### src/rtl/flash_wp_pkg.sv
package flash_wp_pkg;

  typedef enum logic [2:0] {
    OP_IDLE,
    OP_STATUS_WR,
    OP_CHIP_ERASE,
    OP_BLOCK_ERASE,
    OP_PAGE_PROG
  } mod_op_e;

  localparam int WEL_BIT  = 1;
  localparam int TB_BIT   = 5;
  localparam int LOCK_BIT = 7;

  function automatic logic [3:0] prot_code(input logic [7:0] sr);
    return {sr[6], sr[4:2]};
  endfunction

endpackage

### src/rtl/wp_region.sv
module wp_region #(
  parameter int NSECT_LOG2 = 9
) (
  input  logic [3:0]            code_i,
  input  logic                  bottom_i,
  input  logic [NSECT_LOG2-1:0] sector_i,
  output logic [NSECT_LOG2:0]   count_o,
  output logic                  hit_o
);
  localparam int CNT_W = NSECT_LOG2 + 1;
  localparam logic [CNT_W-1:0] FULL = {1'b1, {NSECT_LOG2{1'b0}}};

  logic [CNT_W-1:0] sec_ext;
  logic [CNT_W-1:0] top_sum;

  always_comb begin
    if (code_i == 4'd0) begin
      count_o = '0;
    end else if (int'(code_i) - 1 >= NSECT_LOG2) begin
      count_o = FULL;
    end else begin
      count_o = CNT_W'(1) << (code_i - 4'd1);
    end
  end

  assign sec_ext = {1'b0, sector_i};
  assign top_sum = sec_ext + count_o;

  always_comb begin
    if (bottom_i) hit_o = (sec_ext < count_o);
    else          hit_o = (top_sum >= FULL);
  end

endmodule

### src/rtl/wp_arbiter.sv
module wp_arbiter
  import flash_wp_pkg::*;
(
  input  logic    wrsr_i,
  input  logic    berase_i,
  input  logic    serase_i,
  input  logic    prog_i,
  input  logic    wel_i,
  input  logic    lock_i,
  input  logic    wp_n_i,
  input  logic    hit_i,
  input  logic    none_prot_i,
  output mod_op_e op_o,
  output logic    ok_o
);

  always_comb begin
    if (wrsr_i)        op_o = OP_STATUS_WR;
    else if (berase_i) op_o = OP_CHIP_ERASE;
    else if (serase_i) op_o = OP_BLOCK_ERASE;
    else if (prog_i)   op_o = OP_PAGE_PROG;
    else               op_o = OP_IDLE;
  end

  always_comb begin
    unique case (op_o)
      OP_STATUS_WR:   ok_o = wel_i & (wp_n_i | ~lock_i);
      OP_CHIP_ERASE:  ok_o = wel_i & none_prot_i;
      OP_BLOCK_ERASE,
      OP_PAGE_PROG:   ok_o = wel_i & ~hit_i;
      default:        ok_o = 1'b0;
    endcase
  end

endmodule

### src/rtl/wp_status.sv
module wp_status
  import flash_wp_pkg::*;
(
  input  logic       clk,
  input  logic       rst_n,
  input  mod_op_e    op_i,
  input  logic       ok_i,
  input  logic       wren_i,
  input  logic       wrdi_i,
  input  logic [7:2] wr_data_i,
  output logic [7:0] status_o
);
  logic [7:0] sr_q;
  logic [7:0] sr_nx;
  logic       sr_en;

  assign sr_en = (op_i != OP_IDLE) | wren_i | wrdi_i;

  always_comb begin
    sr_nx = sr_q;
    if (op_i != OP_IDLE) begin
      sr_nx[WEL_BIT] = 1'b0;
      if (op_i == OP_STATUS_WR && ok_i) begin
        sr_nx = {wr_data_i, 2'b00};
      end
    end else if (wrdi_i) begin
      sr_nx[WEL_BIT] = 1'b0;
    end else if (wren_i) begin
      sr_nx[WEL_BIT] = 1'b1;
    end
  end

  always_ff @(posedge clk or negedge rst_n) begin
    if (!rst_n)     sr_q <= '0;
    else if (sr_en) sr_q <= sr_nx;
  end

  assign status_o = sr_q;

endmodule

### src/rtl/flash_wp_unit.sv
module flash_wp_unit
  import flash_wp_pkg::*;
#(
  parameter int ADDR_W     = 32,
  parameter int SECT_LOG2  = 16,
  parameter int NSECT_LOG2 = 9
) (
  input  logic        clk,
  input  logic        rst_n,
  input  logic        wren_i,
  input  logic        wrdi_i,
  input  logic        rdsr_i,
  input  logic        wrsr_i,
  input  logic [7:0]  wrsr_data_i,
  input  logic        prog_i,
  input  logic        serase_i,
  input  logic        berase_i,
  input  logic [31:0] addr_i,
  input  logic        wp_n_i,
  output logic [7:0]  status_o,
  output logic [7:0]  rd_status_o,
  output logic        grant_o,
  output logic        deny_o
);
  localparam int SEC_HI = SECT_LOG2 + NSECT_LOG2;

  logic                  rst_meta_q;
  logic                  rst_sync_q;
  logic [7:0]            sr;
  logic [NSECT_LOG2:0]   prot_cnt;
  logic                  hit;
  mod_op_e               op;
  logic                  ok;
  logic                  grant_q, deny_q;
  logic [7:0]            rd_q;
  logic                  unused_bits;

  // reset: asserted asynchronously, released on a clock edge
  always_ff @(posedge clk or negedge rst_n) begin
    if (!rst_n) begin
      rst_meta_q <= 1'b0;
      rst_sync_q <= 1'b0;
    end else begin
      rst_meta_q <= 1'b1;
      rst_sync_q <= rst_meta_q;
    end
  end

  assign unused_bits = ^{addr_i[ADDR_W-1:SEC_HI], addr_i[SECT_LOG2-1:0],
                         wrsr_data_i[1:0]};

  wp_region #(.NSECT_LOG2(NSECT_LOG2)) i_region (
    .code_i   (prot_code(sr)),
    .bottom_i (sr[TB_BIT]),
    .sector_i (addr_i[SECT_LOG2 +: NSECT_LOG2]),
    .count_o  (prot_cnt),
    .hit_o    (hit)
  );

  wp_arbiter i_arbiter (
    .wrsr_i      (wrsr_i),
    .berase_i    (berase_i),
    .serase_i    (serase_i),
    .prog_i      (prog_i),
    .wel_i       (sr[WEL_BIT]),
    .lock_i      (sr[LOCK_BIT]),
    .wp_n_i      (wp_n_i),
    .hit_i       (hit),
    .none_prot_i (prot_cnt == '0),
    .op_o        (op),
    .ok_o        (ok)
  );

  wp_status i_status (
    .clk       (clk),
    .rst_n     (rst_sync_q),
    .op_i      (op),
    .ok_i      (ok),
    .wren_i    (wren_i),
    .wrdi_i    (wrdi_i),
    .wr_data_i (wrsr_data_i[7:2]),
    .status_o  (sr)
  );

  always_ff @(posedge clk or negedge rst_sync_q) begin
    if (!rst_sync_q) begin
      grant_q <= 1'b0;
      deny_q  <= 1'b0;
    end else begin
      grant_q <= (op != OP_IDLE) &  ok;
      deny_q  <= (op != OP_IDLE) & ~ok;
    end
  end

  always_ff @(posedge clk or negedge rst_sync_q) begin
    if (!rst_sync_q)  rd_q <= '0;
    else if (rdsr_i)  rd_q <= sr;
  end

  assign status_o    = sr;
  assign rd_status_o = rd_q;
  assign grant_o     = grant_q;
  assign deny_o      = deny_q;

endmodule

### config.mk
export PLATFORM = sky130hd
export DESIGN_NAME = flash_wp_unit
export DESIGN_NICKNAME = d
export VERILOG_FILES = /design/src/rtl/flash_wp_pkg.sv /design/src/rtl/wp_region.sv /design/src/rtl/wp_arbiter.sv /design/src/rtl/wp_status.sv /design/src/rtl/flash_wp_unit.sv
export SDC_FILE = /design/constraint.sdc
export NUM_CORES = 1
export LEC_CHECK = 0
export BUFFER_PORTS_ARGS = -buffer_cell sky130_fd_sc_hd__buf_4
export CAP_MARGIN = 20
export CORE_MARGIN = 8
export CORE_UTILIZATION = 48
export DETAILED_ROUTE_END_ITERATION = 8
export PLACE_DENSITY = 0.85
export SYNTH_ARGS = -nofsm -noshare
export SYNTH_HDL_FRONTEND = slang
export SYNTH_SLANG_ARGS = --single-unit
export TNS_END_PERCENT = 10
### constraint.sdc
create_clock -name clk -period 1.5 [get_ports clk]
set_input_delay 0.075 -clock clk [delete_from_list [all_inputs] [get_ports clk]]
set_output_delay 0.075 -clock clk [all_outputs]
set_load 0.05 [all_outputs]
# Word level (Yosys, flattened, before mapping)
# Cells that the tools add are included.
# totals
reg_bits,18
output_inout_bits,18
# classes
n_addsub,3
order_cmp,3
n_eq_ne,4
shifts,1
n_mux,11
bitwise,11
n_reduce_logical,8
# ops
cell,count
32-bit by 5-bit >= comparator with 1-bit output (second input constant),1
10-bit two-way mux,2
3-bit two-way mux,4
9-bit by 10-bit adder with 10-bit output,1
10-bit >= comparator (second input constant),1
10-bit logical NOT,1
9-bit by 10-bit less-than comparator with 1-bit output,1
1-bit by 4-bit << shifter with 10-bit output (first input constant),1
3-bit by 2-bit == test with 1-bit output (second input constant),2
3-bit nonzero test,2
1-bit AND,5
4-bit by 1-bit subtractor with 5-bit output (second input constant),1
4-bit logical NOT,1
1-bit two-way mux,4
4-bit by 1-bit subtractor with 4-bit output (second input constant),1
3-bit by 1-bit == test with 1-bit output (second input constant),1
3-bit == test (second input constant),1
1-bit inverter,3
1-bit OR,3
1-bit case mux with 3 select lines,1
3-bit AND reduction,1
2-bit AND reduction,1
2-bit OR reduction,1
1-bit logical AND,1

# Depth between registers and ports, before layout
# Gate-level depths: netlist of the first run.
# depth
ltp_word,12
mapped_depth,9
ltp_nobuf,9

# Modules after synthesis
# Synthesis of the first run repeated with hierarchy kept, for this count alone.
# unflattened
cells_unflattened,145
hier_area_um2,1537.7
# modules_own_cells
mod,instances,cells_per_inst,area_each_um2,seq_area_each_um2
wp_region,1,87,699.4,0.0
flash_wp_unit,1,28,445.4,300.3
wp_status,1,19,314.1,175.2
wp_arbiter,1,11,78.8,0.0

# Least setup slack after synthesis of the first run
# Ideal clock, no wire load.
# synth_timing
path_kind,reg2reg
start,reg i_status.sr_q[4] (netlist: i_status.status_o[4])
end,reg grant_q (netlist: grant_o)
t_arrival_ns,2.264
required_time_ns,1.381
slack_ns,-0.883
path_stages_with_launch,10
synth_period_minus_slack_ns,2.383
cell_sequence,dfrtp_1 > nor2b_1 > nand2_1 > ha_1 > and4_1 > o21ai_0 > o2111ai_1 > a31o_1 > nand2_1 > a21bo_2
# synth_via
elab_chain_cells,11
word_cells_on_any_way,17
# synth_lines
item,line_no,rtl
"start, declared",wp_status.sv:13,logic [7:0] sr_q;
"start signal, assigned",wp_status.sv:35,else if (sr_en) sr_q <= sr_nx;
4-bit by 1-bit subtractor with 5-bit output or 4-bit by 1-bit subtractor with 4-bit output (tied branches),"wp_region.sv:19, wp_region.sv:22",
32-bit by 5-bit >= comparator with 1-bit output or 1-bit by 4-bit << shifter with 10-bit output (tied branches),"wp_region.sv:19, wp_region.sv:22",
10-bit two-way mux,wp_region.sv:19,end else if (int'(code_i) - 1 >= NSECT_LOG2) begin
10-bit two-way mux (*),wp_region.sv:17,if (code_i == 4'd0) begin
9-bit by 10-bit adder with 10-bit output,wp_region.sv:27,assign top_sum = sec_ext + count_o;
10-bit >= comparator,wp_region.sv:31,else hit_o = (top_sum >= FULL);
1-bit two-way mux,wp_region.sv:30,if (bottom_i) hit_o = (sec_ext < count_o);
1-bit inverter,wp_arbiter.sv:30,OP_PAGE_PROG: ok_o = wel_i & ~hit_i;
1-bit AND,wp_arbiter.sv:30,
1-bit case mux with 3 select lines (*),wp_arbiter.sv:26,unique case (op_o)
1-bit AND (*),flash_wp_unit.sv:90,grant_q <= (op != OP_IDLE) & ok;
"end signal, assigned",flash_wp_unit.sv:90,
"end, declared",flash_wp_unit.sv:34,"logic grant_q, deny_q;"
# Every way passes the cells marked *; elsewhere a longest branch is shown, timed or not.
# A chain may end at the register's enable or synchronous reset.

# Worst setup path after layout of the first run
# layout_timing
start,reg i_status.sr_q[6] (netlist: i_status.status_o[6])
end,reg grant_q (netlist: grant_o)
# The elaborated chain is that of the path after synthesis.

==> results.py, run 1 <==
metrics = {
    "timing": {
        "finalSetupTns_ns": -2.56,
        "slew_viol_final": 0,
        "tightestPinTransition_ns": 0.646,
        "max-slew-margin-rel_pct": 56.9,
        "hold_viol_final": 0,
        "setup_viol": 8,
        "finalCriticalPeriod_ns": 2.10,
        "fmax_ghz": 0.477,
        "period_share_pct": 140,
        "rsz0062_at_grt": "true",
        "fin_skew_ns": 0.00570,
        "fin_ws_ns": -0.597,
    },
    "layout": {
        "multiInputGateArea_um2": 922,
        "fin_nets": 257,
        "drive_gt1_share_pct": 51.6,
        "fillCellCount": 200,
        "final_common_cell": "buf_4",
        "syn2layout_area_growth_pct": 45.0,
        "final_cell_mix": "buf_4, ha_1, inv_1, dfrtp_1, mux2_2",
        "design_area_um2": 1900,
        "register_area_um2": 460,
        "n_antenna_cell": 0,
    },
    "place": {
        "gp_congestion": 0.823,
        "io_buffers": 40,
        "hpwl_um": 2570,
        "post_dp_cell_area_um2": 1770,
        "pre_cts_ws_ns": -0.592,
    },
    "clocking": {
        "clkLatencyLatePin_ns": 0.29,
        "clk_pin_slew_ns": 0.10,
        "cts_buffer_depth": 2,
        "cts_max_level": 1,
        "cts_tree": "built",
        "cts_root_buf": "clkbuf_4",
        "cts_made_buffers": 3,
        "cts.sinks": 18,
    },
    "hold_path": {
        "hold_class": "input port to register",
    },
    "job": {
        "cap_violations": 0,
    },
    "status": {
        "violations": "setup timing",
        "status": "finished with violations",
    },
    "power_and_ir_drop": {
        "peakVddDrop_mv": 0.826,
        "total_power_mw": 1.47,
        "power_leakage_nw": 0.997,
        "p_per_area_nw_per_um2": 774,
    },
    "synth": {
        "synth-seq-cells": 18,
        "synthCells": 134,
        "mappedNetlistArea_um2": 1310,
        "syn_area_per_cell_um2": 9.77,
        "synth_warnings": 0,
        "yosysSeqAreaShare_pct": 34.4,
        "synthDistinctLibCells": 33,
    },
    "setup_path": {
        "crit_type": "register to register",
        "cp-end-kind": "register",
        "max_stage_delay_ns": 0.53,
        "crit_required_ns": 1.70,
        "cp-start-kind": "register",
        "slowest_stage": "dfrtp_4",
        "path_buf_inv": 0,
        "path_cells": "nor2b_4, nand2_2, ha_1, nor3_1, o21ai_0, o211ai_1, a21oi_1, xnor2_1, a21bo_2",
        "path_delay_family": "compound AO/OA/AOI/OAI gates",
        "path_max_fanout": 4,
        "critPathArrivalTime_ns": 2.29,
    },
    "floorplanning": {
        "die_h_um": 68.2,
        "die-width_um": 68.2,
        "io_pins": 68,
        "core_area_um2": 2660,
        "fp-row-count": 19,
        "start_util_pct": 49.2,
        "dieArea_um2": 4650,
    },
    "drt": {
        "remaining_drc_errors": 0,
        "ant_nets": 0,
        "vias_per_cell": 5.20,
        "vias": 1119,
        "first_pass_iters": 4,
        "wl_per_cell_um": 15.3,
        "drtIter0Drc": 31,
        "totalWireLength_um": 3290,
    },
    "global_routing": {
        "antenna_found_initial": 0,
        "grtUsageTotal_pct": 14.4,
        "first_global_vias": 1196,
        "grt-ovfl-total": 0,
        "grt_pass1_wl_um": 5240,
        "grt_max_degree": 17,
    },
}
## power breakdown
group	total [mW]	internal (mW)	switching [mW]	leakage (nW)
Sequential	0.589	0.531	0.0571	0.230
Combinational	0.582	0.250	0.332	0.746
Clock	0.298	0.148	0.150	0.0210
## path summary, 6_finish.rpt
| path | startpoint | end | slack, ns | cells past startpoint |
|---|---|---|---|---|
| setup / recovery | i_status.status_o[6]$_DFFE_PN0P_ | grant_o$_DFF_PN0_ | -0.60 | 9 |
| hold / removal | wrsr_data_i[5] | i_status.status_o[5]$_DFFE_PN0P_ | 0.006 | 2 |
| setup reg to reg | i_status.status_o[6]$_DFFE_PN0P_ | grant_o$_DFF_PN0_ | -0.60 | 9 |
| hold reg to reg | rst_sync_q$_DFF_PN0_ | rd_status_o[5]$_DFFE_PN0P_ | 0.27 | 0 |
| max in group asynchronous | rst_sync_q$_DFF_PN0_ | i_status.status_o[4]$_DFFE_PN0P_ | 0.75 | 0 |
| min in group asynchronous | rst_n | rst_meta_q$_DFF_PN0_ | 0.08 | 2 |
## repair_timing
item	in CTS	in global routing
setup endpoints to repair	8	8
hold buffers	2	0
pin swaps	0	5
setup buffers	0	1
resized for setup	1	9
hold endpoints to repair	3	0
## Yosys cell counts (all sizes together)
cell type / n / area, um^2
xnor2: 1 / 8.76
nand2b: 2 / 12.5
and4: 1 / 8.76
conb: 2 / 7.51
clkbuf: 1 / 3.75
o22ai: 1 / 6.26
nor4: 1 / 6.26
and2b: 1 / 7.51
mux2: 13 / 146
and3: 1 / 6.26
ha: 22 / 275
o2111ai: 1 / 8.76
a21boi: 1 / 11.3
a31oi: 1 / 6.26
dfrtp: 18 / 450
nor3: 4 / 20.0
nor2: 5 / 18.8
a31o: 1 / 8.76
a21bo: 1 / 10.0
inv: 14 / 52.6
o21ai: 3 / 15.0
o211ai: 1 / 7.51
buf: 5 / 37.5
o31ai: 1 / 7.51
a21oi: 7 / 35.0
nand4b: 1 / 8.76
nand2: 12 / 47.6
nor2b: 6 / 37.5
nand3: 4 / 20.0
and3b: 1 / 8.76
a21o: 1 / 7.51
## cells by family (layout without fill, tap and decap cells)
| logic type | Yosys count | count (layout) | synth area share, % |
|---|---|---|---|
| compound gates | 19 | 19 | 9.47 |
| xor+xnor | 1 | 1 | 0.669 |
| fa+ha+maj | 22 | 22 | 21.0 |
| buf+inv | 20 | 69 | 7.17 |
| flops | 18 | 18 | 34.4 |
| mux | 13 | 13 | 11.2 |
| other cells | 2 | 3 | 0.574 |
| simple gates | 39 | 39 | 15.5 |
## final cells by class
class                           count  area share, %
Multi-Input combinational cell     97           48.6
Clock buffer                        4           1.91
Sequential cell                    18           24.3
Timing Repair Buffer               51           20.4
Tap cell                           31           2.04
Inverter                           14           2.77
## per-stage QoR
| stage | util [%] | hold slack [ns] | std cells |
|---|---|---|---|
| final | 71.3 | 0.00577 | 215 |
| after global routing | 71.3 | 0.00522 | 215 |
| after CTS | 68.7 | 0.00329 | 214 |
| after detailed placement | 66.4 | -0.141 | 208 |
| after global placement | 66.4 | -0.142 | 208 |
| after floorplan | - | -0.221 | 135 |
## sequential cells by signal, indices dropped and copies added, names as in the netlist
signal	flops
deny_o	1
i_status.status_o	7
rd_status_o	7
grant_o	1
rst_meta_q	1
rst_sync_q	1
## routing by layer
metal / GRT usage, % / up-vias / routed length (um)
met4: 5.12 / 0 / 31
met5: 0 / - / 0
li1: - / 551 / -
met2: 24.7 / 35 / 1660
met3: 4.91 / 4 / 263
met1: 16.1 / 529 / 1340
Power figures use the tool's default switching activity.
==> run 2: changes to the inputs <==
--- a/config.mk
+++ b/config.mk
@@ -11,6 +11,7 @@
 export CORE_UTILIZATION = 48
 export DETAILED_ROUTE_END_ITERATION = 8
 export PLACE_DENSITY = 0.85
+export REMOVE_ABC_BUFFERS = 1
 export SYNTH_ARGS = -nofsm -noshare
 export SYNTH_HDL_FRONTEND = slang
 export SYNTH_SLANG_ARGS = --single-unit
==> results.py, run 2 (synthesis gave the netlist of run 1 again) <==
metrics = {
    "clocking": {
        "clk_pin_slew_ns": 0.10,
        "cts_buffer_depth": 2,
        "cts.sinks": 18,
        "cts_tree": "built",
        "clkLatencyLatePin_ns": 0.29,
        "cts_root_buf": "clkbuf_4",
        "cts_max_level": 1,
        "cts_made_buffers": 3,
    },
    "floorplanning": {
        "core_area_um2": 2660,
        "die-width_um": 68.2,
        "io_pins": 68,
        "dieArea_um2": 4650,
        "die_h_um": 68.2,
        "fp-row-count": 19,
        "start_util_pct": 49.2,
    },
    "timing": {
        "fin_ws_ns": -0.566,
        "rsz0062_at_grt": "true",
        "period_share_pct": 138,
        "finalCriticalPeriod_ns": 2.07,
        "hold_viol_final": 0,
        "max-slew-margin-rel_pct": 57.0,
        "fmax_ghz": 0.484,
        "tightestPinTransition_ns": 0.645,
        "fin_skew_ns": 0.00951,
        "slew_viol_final": 0,
        "setup_viol": 8,
    },
    "drt": {
        "wl_met1_um": 1360,
        "wl_per_cell_um": 15.7,
        "top_layer_used": "met4",
        "vias": 1152,
        "vias_per_cell": 5.19,
        "remaining_drc_errors": 0,
        "first_pass_iters": 4,
        "drtIter0Drc": 30,
        "route.met3.wl_um": 338,
        "totalWireLength_um": 3490,
        "ant_nets": 0,
        "route.met2.wl_um": 1700,
    },
    "hold_path": {
        "hold_class": "input port to register",
    },
    "setup_path": {
        "critPathArrivalTime_ns": 2.26,
        "cp-end-kind": "register",
        "cp_common_cell": "nand2_1",
        "reg2reg_slack_ns": -0.57,
        "path_max_fanout": 4,
        "cp-start-kind": "register",
        "max_stage_delay_ns": 0.44,
        "crit_type": "register to register",
        "path_cells": "nor2b_4, nand2_1, ha_4, and4_1, o21ai_2, o2111ai_2, a31o_1, nand2_1, a21bo_2",
        "slowest_stage": "dfrtp_2",
        "crit_required_ns": 1.69,
    },
    "layout": {
        "final_cell_mix": "buf_4, ha_1, dfrtp_1",
        "syn2layout_area_growth_pct": 47.8,
        "multiInputGateArea_um2": 915,
        "register_area_um2": 454,
        "fin_nets": 265,
        "fillCellCount": 188,
        "n_antenna_cell": 0,
        "drive_gt1_share_pct": 52.4,
        "fin_util_pct": 72.7,
        "final_common_cell": "buf_4",
    },
    "power_and_ir_drop": {
        "peakVddDrop_mv": 0.734,
        "power_leakage_nw": 1.03,
        "p_per_area_nw_per_um2": 740,
        "total_power_mw": 1.43,
    },
    "global_routing": {
        "grt-ovfl-total": 0,
        "grt_pass1_wl_um": 5680,
        "grtUsageTotal_pct": 15.8,
        "grt_max_degree": 17,
        "antenna_found_initial": 0,
        "first_global_vias": 1367,
    },
    "job": {
        "cap_violations": 0,
    },
    "place": {
        "hpwl_um": 2710,
        "pre_cts_ws_ns": -0.690,
        "io_buffers": 40,
        "gp_congestion": 0.910,
    },
    "status": {
        "violations": "setup timing",
        "status": "finished with violations",
    },
}
[run 2: path summary, 6_finish.rpt]
| check | startpoint | end | cells past startpoint |
|---|---|---|---|
| hold / removal | wrsr_data_i[7] | i_status.status_o[7]$_DFFE_PN0P_ | 2 |
| hold reg to reg | rst_sync_q$_DFF_PN0_ | rd_status_o[1]$_DFFE_PN0P_ | 0 |
| setup / recovery | i_status.status_o[4]$_DFFE_PN0P_ | grant_o$_DFF_PN0_ | 9 |
| setup reg to reg | i_status.status_o[4]$_DFFE_PN0P_ | grant_o$_DFF_PN0_ | 9 |
| max in group asynchronous | rst_sync_q$_DFF_PN0_ | i_status.status_o[3]$_DFFE_PN0P_ | 0 |
| min in group asynchronous | rst_n | rst_meta_q$_DFF_PN0_ | 2 |
[run 2: what timing repair did]
action | in CTS | in global routing
hold buffers | 2 | 0
pin swaps | 10 | 9
endpoints found under the hold margin | 3 | 0
gates resized for setup | 23 | 8
endpoints found under the setup margin | 8 | 8
buffers inserted | 0 | 2
[run 2: critical path: cells and delay by family, from the launching register on]
kind	cells	cell delay, ns
AO/OA/AOI/OAI	4	0.67
adder cells (fa/ha/maj)	1	0.25
flip-flops	1	0.44
AND/OR/NAND/NOR	4	0.62
[run 2: metal layers]
metal	vias up	track usage, %
li1	559	-
met1	532	15.5
met2	49	28.0
met3	12	6.87
met4	0	7.67
met5	-	0
[run 2: cell type report]
cell class              instances  area share (%)
multi-input cells              97            47.3
flip-flops and latches         18            23.5
repair buffers                 59            23.4
inverters                      14            2.72
well taps                      31            2.01
clock buffers                   3            1.16
[run 2: power by group]
part	internal (mW)	switching (mW)	total, mW
sequential	0.528	0.0494	0.578
combinational	0.271	0.353	0.624
clock	0.0934	0.136	0.229
[run 2: through the flow]
step	std cells	setup TNS, ns	instance area [um^2]	hold WS, ns
after floorplan	129	-2.62	1270	-0.221
after global placement	215	-1.49	1720	-0.142
after detailed placement	215	-1.77	1720	-0.142
after CTS	220	-1.25	1880	0.00759
after global routing	222	-2.52	1930	0.00320
final	222	-1.86	1930	0.0135
==> run 3: changes to the inputs <==
--- a/config.mk
+++ b/config.mk
@@ -8,9 +8,9 @@
 export BUFFER_PORTS_ARGS = -buffer_cell sky130_fd_sc_hd__buf_4
 export CAP_MARGIN = 20
 export CORE_MARGIN = 8
-export CORE_UTILIZATION = 48
+export CORE_UTILIZATION = 41
 export DETAILED_ROUTE_END_ITERATION = 8
-export PLACE_DENSITY = 0.85
+export PLACE_DENSITY = 0.77
 export REMOVE_ABC_BUFFERS = 1
 export SYNTH_ARGS = -nofsm -noshare
 export SYNTH_HDL_FRONTEND = slang
==> constraint.sdc (replaced) <==
create_clock -name clk -period 1.8 [get_ports clk]
set_input_delay 0.09 -clock clk [delete_from_list [all_inputs] [get_ports clk]]
set_output_delay 0.09 -clock clk [all_outputs]
set_load 0.05 [all_outputs]
==> results.py, run 3 (synthesis gave the netlist of run 1 again) <==
metrics = {
    "global_routing": {
        "grt-ovfl-total": 0,
        "first_global_vias": 1261,
        "antenna_found_initial": 0,
        "grt_max_degree": 17,
        "grt_pass1_wl_um": 5660,
        "grtUsageTotal_pct": 13.1,
    },
    "layout": {
        "n_antenna_cell": 0,
        "fin_util_pct": 65.6,
        "stdcell_count": 233,
        "drive_gt1_share_pct": 55.0,
        "fillCellCount": 247,
        "final_common_cell": "buf_4",
        "syn2layout_area_growth_pct": 53.0,
        "final_cell_mix": "buf_4, dfrtp_1, inv_1",
        "fin_nets": 262,
    },
    "floorplanning": {
        "fp-row-count": 20,
        "io_pins": 68,
        "start_util_pct": 42.9,
        "die_h_um": 72.5,
        "dieArea_um2": 5260,
        "die-width_um": 72.5,
        "core_area_um2": 3050,
    },
    "timing": {
        "period_share_pct": 115,
        "tightestPinTransition_ns": 0.630,
        "fin_skew_ns": 0.00384,
        "fmax_ghz": 0.483,
        "rsz0062_at_grt": "true",
        "hold_viol_final": 0,
        "finalCriticalPeriod_ns": 2.07,
        "fin_ws_ns": -0.268,
        "setup_viol": 2,
        "slew_viol_final": 0,
        "max-slew-margin-rel_pct": 58.0,
    },
    "clocking": {
        "cts_max_level": 1,
        "cts.sinks": 18,
        "clkLatencyLatePin_ns": 0.28,
        "cts_tree": "built",
        "cts_buffer_depth": 2,
        "cts_made_buffers": 3,
        "clk_pin_slew_ns": 0.10,
        "cts_root_buf": "clkbuf_4",
    },
    "drt": {
        "first_pass_iters": 4,
        "totalWireLength_um": 3450,
        "drtIter0Drc": 30,
        "vias_per_cell": 4.92,
        "wl_per_cell_um": 14.8,
        "ant_nets": 0,
        "vias": 1146,
        "remaining_drc_errors": 0,
    },
    "power_and_ir_drop": {
        "power_leakage_nw": 1.03,
        "p_per_area_nw_per_um2": 627,
        "peakVddDrop_mv": 0.598,
        "total_power_mw": 1.26,
    },
    "status": {
        "status": "finished with violations",
        "violations": "setup timing",
    },
    "setup_path": {
        "path_max_fanout": 4,
        "crit_type": "register to register",
        "cp-start-kind": "register",
        "critPathArrivalTime_ns": 2.26,
        "cp-end-kind": "register",
        "crit_required_ns": 1.99,
    },
    "hold_path": {
        "hold_class": "input port to register",
    },
    "place": {
        "pre_cts_ws_ns": -0.399,
        "io_buffers": 40,
        "dp_cells": 223,
        "gp_congestion": 0.858,
        "hpwl_um": 2620,
    },
    "job": {
        "cap_violations": 0,
    },
}
## run 3: changes by cell type in the layout (fill, tap and decap cells not counted), sizes merged
cell    before  now
buf         57   54
clkbuf       3    4
## run 3: stage by stage
stage	cell area, um^2	setup TNS [ns]	hold WS [ns]
detailed placement	1700	-0.776	-0.126
floorplan	1270	-1.12	-0.206
global route	2000	-0.744	0.00295
CTS	1980	-0.447	0.0195
global placement	1700	-0.595	-0.126
finish	2000	-0.517	0.0277
## run 3: what timing repair did
item                                    in CTS  in global routing
setup buffers                                4                  0
gates resized for setup                     32                  6
endpoints found under the hold margin        3                  0
endpoints found under the setup margin       2                  4
pin swaps                                    9                  2
hold buffers                                 2                  0
## run 3: final timing paths
kind                            slack [ns]  cells past startpoint                                to                              from
worst min-delay path                  0.03                      2  i_status.status_o[5]$_DFFE_PN0P_                    wrsr_data_i[5]
worst min register to register        0.26                      0        rd_status_o[1]$_DFFE_PN0P_              rst_sync_q$_DFF_PN0_
min in group asynchronous             0.11                      2              rst_sync_q$_DFF_PN0_                             rst_n
worst max-delay path                 -0.27                      9                 grant_o$_DFF_PN0_  i_status.status_o[4]$_DFFE_PN0P_
worst max register to register       -0.27                      9                 grant_o$_DFF_PN0_  i_status.status_o[4]$_DFFE_PN0P_
max in group asynchronous             1.09                      0  i_status.status_o[2]$_DFFE_PN0P_              rst_sync_q$_DFF_PN0_
## run 3: report_power, final
| part | switching (mW) | internal, mW | leakage, nW |
|---|---|---|---|
| Combinational | 0.297 | 0.233 | 0.777 |
| Sequential | 0.0428 | 0.440 | 0.232 |
| Clock | 0.119 | 0.123 | 0.0210 |
## run 3: layer usage
metal | up-vias | GRT usage (%) | routed length, um | share of wire, %
li1 | 552 | - | - | -
met1 | 546 | 14.8 | 1400 | 41
met2 | 46 | 22.9 | 1720 | 50
met3 | 2 | 4.68 | 316 | 9.2
met4 | 0 | 3.33 | 12 | 0.35
met5 | - | 0 | 0 | 0
## run 3: worst max-delay path: stages, from the launching register on
cell and delay, ns:
dfrtp_2 0.44, nor2b_4 0.28, nand2_2 0.12, ha_4 0.22, and4_1 0.19, o21ai_1 0.09, o2111ai_2 0.15, a31o_1 0.21
nand2_1 0.06, a21bo_2 0.21
## run 3: layout make-up
| type | instances | area (um^2) | area share [%] |
|---|---|---|---|
| multi-input cells | 97 | 978 | 48.9 |
| flip-flops and latches | 18 | 454 | 22.7 |
| repair buffers | 56 | 425 | 21.3 |
| well taps | 44 | 55.1 | 2.75 |
| inverters | 14 | 52.6 | 2.63 |
| clock buffers | 4 | 36.3 | 1.81 |
